<file path="src/rtl/irqc_pkg.sv">
package irqc_pkg;

    localparam int NSRC = 32;
    localparam int AW   = 3;

    typedef logic [NSRC-1:0] srcvec_t;

    typedef enum logic [AW-1:0] {
        RA_PEND  = 3'd0,
        RA_ENAB  = 3'd1,
        RA_CRIT  = 3'd2,
        RA_TRIG  = 3'd3,
        RA_POL   = 3'd4,
        RA_MASKD = 3'd5
    } reg_addr_e;

    typedef struct packed {
        srcvec_t enab;
        srcvec_t crit;
        srcvec_t trig;
        srcvec_t pol;
    } cfg_t;

    typedef struct packed {
        logic            wr;
        logic [AW-1:0]   addr;
        srcvec_t         data;
    } bus_req_t;

    localparam srcvec_t POL_RESET = '1;

    function automatic srcvec_t src_bit(input int n);
        return srcvec_t'(1) << (NSRC - 1 - n);
    endfunction

endpackage

</file>
<file path="src/rtl/irqc_sync.sv">
module irqc_sync #(
    parameter int W      = 32,
    parameter int STAGES = 2
) (
    input  logic         clk,
    input  logic         rst,
    input  logic [W-1:0] din,
    output logic [W-1:0] dout
);
    logic [W-1:0] stage_q [STAGES];

    always_ff @(posedge clk) begin
        if (rst) stage_q[0] <= '0;
        else     stage_q[0] <= din;
    end

    for (genvar i = 1; i < STAGES; i++) begin : g_stage
        always_ff @(posedge clk) begin
            if (rst) stage_q[i] <= '0;
            else     stage_q[i] <= stage_q[i-1];
        end
    end

    assign dout = stage_q[STAGES-1];
endmodule

</file>
<file path="src/rtl/irqc_sense.sv">
module irqc_sense
    import irqc_pkg::*;
(
    input  logic    clk,
    input  logic    rst,
    input  srcvec_t sync_in,
    input  srcvec_t trig,
    input  srcvec_t pol,
    output srcvec_t active,
    output srcvec_t set_vec
);
    srcvec_t prev_q;

    always_ff @(posedge clk) begin
        if (rst) prev_q <= '0;
        else     prev_q <= active;
    end

    for (genvar b = 0; b < NSRC; b++) begin : g_src
        always_comb begin
            active[b]  = ~(sync_in[b] ^ pol[b]);
            set_vec[b] = trig[b] ? (active[b] & ~prev_q[b]) : active[b];
        end
    end
endmodule

</file>
<file path="src/rtl/irqc_regs.sv">
module irqc_regs
    import irqc_pkg::*;
(
    input  logic     clk,
    input  logic     rst,
    input  bus_req_t req,
    input  srcvec_t  set_vec,
    output cfg_t     cfg,
    output srcvec_t  pend,
    output srcvec_t  masked,
    output srcvec_t  rdata
);
    srcvec_t clr_vec;

    always_comb begin
        clr_vec = '0;
        if (req.wr && reg_addr_e'(req.addr) == RA_PEND) clr_vec = req.data;
    end

    assign masked = pend & cfg.enab;

    always_ff @(posedge clk) begin
        if (rst) begin
            pend     <= '0;
            cfg.enab <= '0;
            cfg.crit <= '0;
            cfg.trig <= '0;
            cfg.pol  <= POL_RESET;
        end else begin
            pend <= (pend & ~clr_vec) | set_vec;
            if (req.wr) begin
                case (reg_addr_e'(req.addr))
                    RA_ENAB: cfg.enab <= req.data;
                    RA_CRIT: cfg.crit <= req.data;
                    RA_TRIG: cfg.trig <= req.data;
                    RA_POL:  cfg.pol  <= req.data;
                    default: ;
                endcase
            end
        end
    end

    always_ff @(posedge clk) begin
        if (rst) rdata <= '0;
        else begin
            case (reg_addr_e'(req.addr))
                RA_PEND:  rdata <= pend;
                RA_ENAB:  rdata <= cfg.enab;
                RA_CRIT:  rdata <= cfg.crit;
                RA_TRIG:  rdata <= cfg.trig;
                RA_POL:   rdata <= cfg.pol;
                RA_MASKD: rdata <= masked;
                default:  rdata <= '0;
            endcase
        end
    end
endmodule

</file>
<file path="src/rtl/irqc_outs.sv">
module irqc_outs
    import irqc_pkg::*;
(
    input  logic    clk,
    input  logic    rst,
    input  srcvec_t masked,
    input  srcvec_t crit,
    output logic    req_noncrit,
    output logic    req_crit
);
    always_ff @(posedge clk) begin
        if (rst) begin
            req_noncrit <= 1'b0;
            req_crit    <= 1'b0;
        end else begin
            req_noncrit <= |(masked & ~crit);
            req_crit    <= |(masked & crit);
        end
    end
endmodule

</file>
<file path="src/rtl/irq_ctrl32.sv">
module irq_ctrl32
    import irqc_pkg::*;
#(
    parameter int SYNC_STAGES = 2
) (
    input  logic            clk,
    input  logic            rst,
    input  logic [NSRC-1:0] irq_in,
    input  logic [AW-1:0]   reg_addr,
    input  logic            reg_wr,
    input  logic [NSRC-1:0] reg_wdata,
    output logic [NSRC-1:0] reg_rdata,
    output logic            irq_noncrit,
    output logic            irq_crit
);
    srcvec_t  sync_w;
    srcvec_t  active_w;
    srcvec_t  set_w;
    srcvec_t  pend_w;
    srcvec_t  masked_w;
    cfg_t     cfg_w;
    bus_req_t req_w;

    assign req_w.wr   = reg_wr;
    assign req_w.addr = reg_addr;
    assign req_w.data = reg_wdata;

    irqc_sync #(.W(NSRC), .STAGES(SYNC_STAGES)) u_sync (
        .clk(clk), .rst(rst), .din(irq_in), .dout(sync_w)
    );

    irqc_sense u_sense (
        .clk(clk), .rst(rst), .sync_in(sync_w),
        .trig(cfg_w.trig), .pol(cfg_w.pol),
        .active(active_w), .set_vec(set_w)
    );

    irqc_regs u_regs (
        .clk(clk), .rst(rst), .req(req_w), .set_vec(set_w),
        .cfg(cfg_w), .pend(pend_w), .masked(masked_w), .rdata(reg_rdata)
    );

    irqc_outs u_outs (
        .clk(clk), .rst(rst), .masked(masked_w), .crit(cfg_w.crit),
        .req_noncrit(irq_noncrit), .req_crit(irq_crit)
    );
endmodule

</file>
<file path="config.mk">
export PLATFORM = sky130hd
export DESIGN_NAME = irq_ctrl32
export DESIGN_NICKNAME = d
export VERILOG_FILES = /design/src/rtl/irqc_pkg.sv /design/src/rtl/irqc_sync.sv /design/src/rtl/irqc_sense.sv /design/src/rtl/irqc_regs.sv /design/src/rtl/irqc_outs.sv /design/src/rtl/irq_ctrl32.sv
export SDC_FILE = /design/constraint.sdc
export NUM_CORES = 1
export LEC_CHECK = 0
export BUFFER_PORTS_ARGS = -buffer_cell sky130_fd_sc_hd__clkbuf_2
export CORE_ASPECT_RATIO = 1.75
export CORE_MARGIN = 2
export CORE_UTILIZATION = 55
export CTS_CLUSTER_SIZE = 14
export DETAILED_ROUTE_END_ITERATION = 10
export PLACE_DENSITY = 0.75
export SYNTH_ARGS = -nofsm -noshare
export SYNTH_HDL_FRONTEND = slang
export SYNTH_HIERARCHICAL = 1
export SYNTH_SLANG_ARGS = --single-unit
export TNS_END_PERCENT = 100
</file>
<file path="constraint.sdc">
create_clock -name clk -period 2.3 [get_ports clk]
set_input_delay 0.115 -clock clk [delete_from_list [all_inputs] [get_ports clk]]
set_output_delay 0.115 -clock clk [all_outputs]
set_load 0.01 [all_outputs]
</file>
==> reports/metrics.yaml <==
drt_iter0_drc: 815
period_share_pct: 70.12
gp_congestion: 0.8803
dr.pass1.iters: 7
peakVddDrop_uv: 722.5
die_h_um: 197.6
period_minus_slack_ns: 1.613
die_area_um2: 22660
finalSetupViolations: 0
vias: 9698
cts_buffers: 26
clockBufferDepth: 3
grt-ovfl-total: 0
hold_viol_final: 0
cp_data_arrival_time_ns: 2.10
place_hpwl_mm: 19.10
io-pin-count: 104
yosys_warnings: 6
min_path_type: "input pin to register"
p_per_area_nw_per_um2: 751.3
grt_max_degree: 124
fin_area_um2: 14050
end_kind: "register"
p_seq_share_pct: 50.8
hold_buffers: 71
path_class: "register to register"
clk_pin_slew_worst_paths_ns: 0.07
clock_sinks: 290
wl_mm: 30.12
clockRootBuffer: "clkbuf_16"
grt_pass1_vias: 9294
critPathTopFamily: "buffers and inverters"
core-area_um2: 20930
crit_path_cell_trace: "xor2_1 > a21oi_1 > inv_1 > a311oi_1 > dlygate4sd3_1"
antenna_found_initial: 0
syn_to_final_growth_pct: 19.22
max_slew_margin_pct: 60.80
grt_pass1_wl_mm: 47.51
cts_tree: "done"
synthesis.nets: 1362
slowest_delay_ns: 0.57
critPathSlowestCell: "dlygate4sd3_1"
outcome: "finished, final reports clean"
switchingPower_uw: 2450
ctsResizeCount: 0
finClkSkew_ns: 0.01013
tightestPinTransition_ns: 0.5848
p_clk_share_pct: 40.2
syn-mean-instance-area_um2: 9.120
routedWlPerCell_um: 17.62
htreeDepth: 1
initial_core_util_pct: 56.29
crit_path_max_fanout: 3
die_x_um: 114.6
p_leak_uw: 0.005477
rsz0062_at_grt: "no"
tns_ns: 0
hold_ws_ns: 0.1503
fmax_mhz: 620.1
post-cts-setup-buffers: 0
final-max-slew-violation-count: 0
max_cap_viol_count: 0
nets: 1511
placed_area_um2: 12500
drc: 0
switching_share_pct: 23.21
p_int_uw: 8104
drive_gt1_share_pct: 20.86
grt_use_total_pct: 26.39
clock_latency_ns: 0.54
syn_inst: 1292
vias_per_cell: 5.675
diodes: 0
syn_area_um2: 11780
startpoint_type: "register"
cp_data_required_time_ns: 2.79
final_antenna_net_count: 0
combPwrFrac_pct: 9.1
crit_buf_inv: 2
io_buffers: 103
rows: 70
## stage by stage
| step | setup WS, ns | cells | total power (µW) | util [%] |
|---|---|---|---|---|
| 2_1_floorplan | 1.010 | 1292 | 6013 | - |
| 3_3_place_gp | 0.6459 | 1594 | 6285 | 59.73 |
| 3_5_place_dp | 0.5959 | 1594 | 6314 | 59.73 |
| 4_1_cts | 0.6917 | 1709 | 10600 | 67.11 |
| 5_1_grt | 0.5598 | 1709 | 10920 | 67.11 |
| 6_report | 0.6873 | 1709 | 10550 | 67.11 |
## layer usage
layer  GRT usage (%)  up-vias  routed length (µm)
met5               0        -                   0
met4           14.36        0                1466
met3           3.375       88                1863
met2           46.37      340               15140
met1           30.68     4649               11640
li1                -     4621                   -
## final timing paths
kind | slack [ns] | end | cells past startpoint | start
min reg2reg | 0.43 | u_sync/stage_q[1][15] | 1 | u_sync/stage_q[0][15]
max reg2reg | 0.69 | u_regs/pend[21] | 5 | u_regs/cfg[21]
min | 0.15 | u_regs/rdata[20] | 2 | reg_addr[1]
max | 0.69 | u_regs/pend[21] | 5 | u_regs/cfg[21]
## layout make-up
type | count | area (µm²)
inverters | 64 | 240.2
repair buffers | 204 | 1524
multi-input cells | 855 | 5329
clock inverters | 3 | 15.01
fillers | 1654 | 6885
flip-flops and latches | 290 | 5806
clock buffers | 41 | 818.3
well taps | 252 | 315.3
## state kept, by name, summed over array words and instances (netlist names)
| signal | flops |
|---|---|
| u_regs/pend | 32 |
| u_outs/req_crit | 1 |
| u_regs/rdata | 32 |
| u_sense/prev_q | 32 |
| u_sync/stage_q | 64 |
| u_outs/req_noncrit | 1 |
| u_regs/cfg | 128 |
## power by group through the flow
stage	Sequential, µW	Clock [µW]	Combinational [µW]
after floorplan	5430	0	579
after global placement	5460	0	824
after detailed placement	5470	0	846
after CTS	5360	4300	947
after global routing	5380	4500	1040
final	5360	4240	957
## cells in the final DEF (no fill, tap or decap), types with 44 or more instances in the layout
cell and instances:
a22oi_1 44, dlygate4sd3_1 71, clkbuf_2 102, nor2_1 66, nand2_1 225, nor2b_2 60
a21oi_1 128, mux2_2 63, inv_1 64, dfxtp_1 290
(Power assumes the default switching activity.)
